--- config.mk ---
export PLATFORM = sky130hd
export DESIGN_NAME = eff_addr_unit
export DESIGN_NICKNAME = d
export VERILOG_FILES = /design/src/rtl/ea_pkg.sv /design/src/rtl/ea_step_gen.sv /design/src/rtl/ea_ptr_adjust.sv /design/src/rtl/ea_mode_select.sv /design/src/rtl/eff_addr_unit.sv
export SDC_FILE = /design/constraint.sdc
export NUM_CORES = 1
export LEC_CHECK = 0
export BUFFER_PORTS_ARGS = -buffer_cell sky130_fd_sc_hd__buf_4
export CAP_MARGIN = 40
export CORE_UTILIZATION = 30
export CTS_CLUSTER_SIZE = 8
export DETAILED_ROUTE_END_ITERATION = 7
export GPL_ROUTABILITY_DRIVEN = 0
export SYNTH_ARGS = -nofsm -noshare
export SYNTH_HDL_FRONTEND = slang
export SYNTH_SLANG_ARGS = --single-unit
--- constraint.sdc ---
create_clock -name clk -period 4.04 [get_ports clk]
set_input_delay 0.606 -clock clk [delete_from_list [all_inputs] [get_ports clk]]
set_output_delay 0.606 -clock clk [all_outputs]
set_load 0.02 [all_outputs]
--- src/rtl/ea_pkg.sv ---
package ea_pkg;

    localparam int ADDR_W = 32;
    localparam int MODE_W = 4;

    typedef enum logic [MODE_W-1:0] {
        MD_REG_IND = 4'd0,
        MD_DIRECT  = 4'd1,
        MD_BASE    = 4'd2,
        MD_INDEX   = 4'd3,
        MD_PC_REL  = 4'd4,
        MD_AUTOINC = 4'd5,
        MD_AUTODEC = 4'd6,
        MD_PUSH    = 4'd7,
        MD_POP     = 4'd8
    } mode_e;

    typedef struct packed {
        logic              valid;
        logic [ADDR_W-1:0] addr;
        logic              wb_en;
        logic [ADDR_W-1:0] wb_val;
        logic              illegal;
    } ea_result_t;

endpackage

--- src/rtl/ea_step_gen.sv ---
module ea_step_gen #(
    parameter int AW         = 32,
    parameter int WORD_BYTES = 4
) (
    input  logic          size_word,
    output logic [AW-1:0] step
);
    localparam logic [AW-1:0] BYTE_STEP = AW'(1);
    localparam logic [AW-1:0] WORD_STEP = AW'(WORD_BYTES);

    always_comb begin
        step = size_word ? WORD_STEP : BYTE_STEP;
    end
endmodule

--- src/rtl/ea_ptr_adjust.sv ---
module ea_ptr_adjust #(
    parameter int AW = 32
) (
    input  logic [AW-1:0] ptr,
    input  logic [AW-1:0] step,
    output logic [AW-1:0] ptr_inc,
    output logic [AW-1:0] ptr_dec
);
    always_comb begin
        ptr_inc = ptr + step;
        ptr_dec = ptr - step;
    end
endmodule

--- src/rtl/ea_mode_select.sv ---
module ea_mode_select
    import ea_pkg::*;
#(
    parameter int AW     = 32,
    parameter int DISP_W = 16,
    parameter int REL_W  = 16
) (
    input  logic [MODE_W-1:0] mode,
    input  logic [AW-1:0]     reg_val,
    input  logic [AW-1:0]     pc,
    input  logic [AW-1:0]     field,
    input  logic [AW-1:0]     ptr_inc,
    input  logic [AW-1:0]     ptr_dec,
    output logic [AW-1:0]     ea,
    output logic              wb_en,
    output logic [AW-1:0]     wb_val,
    output logic              illegal
);
    logic [AW-1:0] disp_zx;
    logic [AW-1:0] rel_sx;

    generate
        if (DISP_W < AW) begin : g_disp_narrow
            assign disp_zx = {{(AW-DISP_W){1'b0}}, field[DISP_W-1:0]};
        end else begin : g_disp_full
            assign disp_zx = field;
        end

        if (REL_W < AW) begin : g_rel_narrow
            assign rel_sx = {{(AW-REL_W){field[REL_W-1]}}, field[REL_W-1:0]};
        end else begin : g_rel_full
            assign rel_sx = field;
        end
    endgenerate

    always_comb begin
        ea      = '0;
        wb_en   = 1'b0;
        wb_val  = '0;
        illegal = 1'b0;
        case (mode_e'(mode))
            MD_REG_IND: ea = reg_val;
            MD_DIRECT:  ea = field;
            MD_BASE:    ea = reg_val + disp_zx;
            MD_INDEX:   ea = field + reg_val;
            MD_PC_REL:  ea = pc + rel_sx;
            MD_AUTOINC, MD_POP: begin
                ea     = reg_val;
                wb_en  = 1'b1;
                wb_val = ptr_inc;
            end
            MD_AUTODEC, MD_PUSH: begin
                ea     = ptr_dec;
                wb_en  = 1'b1;
                wb_val = ptr_dec;
            end
            default: illegal = 1'b1;
        endcase
    end
endmodule

--- src/rtl/eff_addr_unit.sv ---
module eff_addr_unit
    import ea_pkg::*;
#(
    parameter int DISP_W     = 16,
    parameter int REL_W      = 16,
    parameter int WORD_BYTES = 4
) (
    input  logic                clk,
    input  logic                rst_n,
    input  logic                in_valid,
    input  logic [MODE_W-1:0]   mode,
    input  logic [ADDR_W-1:0]   reg_val,
    input  logic [ADDR_W-1:0]   pc,
    input  logic [ADDR_W-1:0]   field,
    input  logic                size_word,
    output logic                out_valid,
    output logic [ADDR_W-1:0]   addr,
    output logic                wb_en,
    output logic [ADDR_W-1:0]   wb_val,
    output logic                illegal
);
    localparam int AW = ADDR_W;

    logic [AW-1:0] step;
    logic [AW-1:0] ptr_inc;
    logic [AW-1:0] ptr_dec;
    logic [AW-1:0] sel_ea;
    logic          sel_wb_en;
    logic [AW-1:0] sel_wb_val;
    logic          sel_illegal;

    ea_result_t res_d;
    ea_result_t res_q;

    ea_step_gen #(.AW(AW), .WORD_BYTES(WORD_BYTES)) u_step (
        .size_word (size_word),
        .step      (step)
    );

    ea_ptr_adjust #(.AW(AW)) u_adj (
        .ptr     (reg_val),
        .step    (step),
        .ptr_inc (ptr_inc),
        .ptr_dec (ptr_dec)
    );

    ea_mode_select #(.AW(AW), .DISP_W(DISP_W), .REL_W(REL_W)) u_sel (
        .mode    (mode),
        .reg_val (reg_val),
        .pc      (pc),
        .field   (field),
        .ptr_inc (ptr_inc),
        .ptr_dec (ptr_dec),
        .ea      (sel_ea),
        .wb_en   (sel_wb_en),
        .wb_val  (sel_wb_val),
        .illegal (sel_illegal)
    );

    always_comb begin
        res_d = '0;
        if (in_valid) begin
            res_d.valid   = 1'b1;
            res_d.addr    = sel_ea;
            res_d.wb_en   = sel_wb_en;
            res_d.wb_val  = sel_wb_val;
            res_d.illegal = sel_illegal;
        end
    end

    always_ff @(posedge clk) begin
        if (!rst_n) begin
            res_q <= '0;
        end else begin
            res_q <= res_d;
        end
    end

    assign out_valid = res_q.valid;
    assign addr      = res_q.addr;
    assign wb_en     = res_q.wb_en;
    assign wb_val    = res_q.wb_val;
    assign illegal   = res_q.illegal;
endmodule

==> flow_metrics.tcl <==
set metrics [dict create \
    synth-simple-area-share 0.236 \
    path_clk_slew_ns 0.06 \
    grt_util_met1 0.256 \
    start_kind "primary input" \
    grt_util_all_layers 0.204 \
    slew_viol_final 0 \
    cts_buffers 9 \
    synthAdderAreaFrac 0.117 \
    synthArstFlopShare 0 \
    yosysTopAreaCell "dfxtp_1" \
    vias 8489 \
    wirelength_um 27100 \
    start_util 0.309 \
    worstPathRequired_ns 4.30 \
    drt_pass1_iterations 6 \
    p_leak_nw 3.99 \
    fin_area_mm2 0.00938 \
    die_x_um 161 \
    hp-class "primary input to flip-flop" \
    synth_mux_area_frac 0.00921 \
    drtAntennaViolNets 0 \
    final_common_cell "buf_4" \
    grtUsageMet2 0.351 \
    root_buffer "clkbuf_16" \
    cts_sinks 67 \
    critPathKind "primary input to flip-flop" \
    place_area_mm2 0.00909 \
    syn_to_final_growth_pct 23.2 \
    seq_area_frac_synth 0.176 \
    yosys-top-cells-area "dfxtp_1 18%, ha_1 11%, a21oi_1 8.4%" \
    syn_area_mm2 0.00761 \
    run_status "completed" \
    grt.met3_usage 0.0401 \
    grt_overflow_total 0 \
    yosysTopAreaCellShare 0.176 \
    period_share 0.836 \
    ctsResizeCount 0 \
    synth_warnings 0 \
    die_h_um 161 \
    crit_start "mode[2]" \
    dp_hpwl_um 21400 \
    h-tree-depth 3 \
    worstPathArrival_ns 3.64 \
    post-route-min-period_ns 3.38 \
    crit_path_end_kind "flip-flop" \
    diodes 0 \
    grt_pass1_wl_um 41800 \
    hold_violations 0 \
    cts_hold_buffers 0 \
    synthFlopType "dfxtp_1" \
    dieArea_mm2 0.0260 \
    grt_pass1_vias 7837 \
    setup_viol 0 \
    peakVddDrop_mv 0.166 \
    final_cell_mix "182 x buf_4, 127 x a21oi_1, 88 x nand2_1" \
    synth_compound_area_frac 0.340 \
    io_buffers 170 \
    fill_cells 2700 \
    ys_ff_latch 67 \
    grt_max_degree 33 \
    fmax_mhz 296 \
    nNetsFinal 1334 \
    synth_edf_count 0 \
    core_mm2 0.0246 \
    synth.distinct_cells 82 \
    power_density_mw_per_mm2 248 \
    route.detailed.drc 0 \
    crit_end "addr[30]$_SDFF_PN0_" \
    viasPerCell 5.70 \
    synth_xor_area_frac 0.0737 \
    worstMarginPinSlew_ns 0.829 \
    io_pins 171 \
    initialDrtViolationCount 655 \
    max_cap_viol_count 0 \
    cts_buffer_depth 2 \
    synth_cells 1036 \
    syn-num-nets 1210 \
    layout-drive-gt1-share 0.202 \
    crit_fanout 14 \
    rsz0062_at_grt "false" \
    top_usage_layer "met2" \
    synth_top_family_by_area "compound AO/OA/AOI/OAI gates" \
    whs_ns 0.507 \
    wl_per_cell_um 18.2 \
    rows 57 \
    post-cts-setup-buffers 0 \
    max-slew-margin-rel 0.447 \
    antenna_found_initial 0 \
    cts_tree "built" \
    synth_area_per_cell_um2 7.34 \
    setup_tns_ns 0 \
]
[how the worst min path moves through the flow]
stage / from / end / slack [ns] / depth (start not counted)
finish: reg_val[31] / wb_val[31]$_SDFF_PN0_ / 0.51 / 2
global route: reg_val[31] / wb_val[31]$_SDFF_PN0_ / 0.50 / 2
CTS: reg_val[31] / wb_val[31]$_SDFF_PN0_ / 0.49 / 2
detailed placement: reg_val[31] / wb_val[31]$_SDFF_PN0_ / 0.86 / 2
global placement: reg_val[31] / wb_val[31]$_SDFF_PN0_ / 0.86 / 2
floorplan: reg_val[3] / wb_val[3]$_SDFF_PN0_ / 0.69 / 1
[state kept, by name (all words and copies together) (netlist names)]
signal and flops:
addr 32, illegal 1, out_valid 1, wb_en 1
wb_val 32
[layout make-up]
| type | instances | area (um2) | share of cell area |
|---|---|---|---|
| repair buffers | 182 | 1370 | 0.146 |
| inverters | 17 | 63.8 | 0.00681 |
| flip-flops and latches | 67 | 1340 | 0.143 |
| clock inverters | 4 | 25.0 | 0.00267 |
| well taps | 324 | 405 | 0.0432 |
| clock buffers | 12 | 256 | 0.0274 |
| multi-input cells | 883 | 5920 | 0.631 |
[cells by family after synthesis]
family	after synthesis
adders and majority gates	70
DFF	67
buffers and inverters	86
and+or+nand+nor	350
xor gates and xnor gates	64
AOI/OAI and AO/OA	392
muxes	7
[power by group]
| part | total (mW) | internal [mW] | switching (mW) |
|---|---|---|---|
| logic | 0.868 | 0.363 | 0.506 |
| registers | 0.688 | 0.682 | 0.00695 |
| clock network | 0.766 | 0.447 | 0.319 |
| total | 2.32 | 1.49 | 0.832 |
[synthesized netlist by cell type, drive strengths merged (25+ instances only)]
master and instances:
a21o 41, nand2 89, o21ai 75, a221oi 25
and3 27, clkbuf 54, nor3 32, a21oi 129
ha 68, xnor2 38, xor2 26, nand3 35
nor2 86, dfxtp 67
[per-stage QoR]
stage	setup WS (ns)	total power [mW]	utilization	instances
after floorplan	0.410	1.28	-	1036
after global placement	0.460	1.56	0.370	1473
after detailed placement	0.397	1.56	0.370	1473
after CTS	0.743	2.34	0.381	1489
after global routing	0.486	2.46	0.381	1489
final	0.663	2.32	0.381	1489
[worst max-delay path, cell delays in order]
cell and delay, ns:
buf_4 0.13, nor2_1 0.13, and2_1 0.29, buf_4 0.26, and3_1 0.18, ha_1 0.27, nand3_1 0.14, nor4_1 0.20
o2bb2ai_1 0.23, a211oi_1 0.18, o221a_2 0.32, or4_1 0.48, a41oi_1 0.21
[per-layer routing]
| metal | vias to the layer above | share of wire |
|---|---|---|
| met4 | 0 | 0.025 |
| li1 | 4139 | - |
| met2 | 343 | 0.48 |
| met3 | 46 | 0.076 |
| met5 | - | 0 |
| met1 | 3961 | 0.42 |
Power figures use the tool's default switching activity.
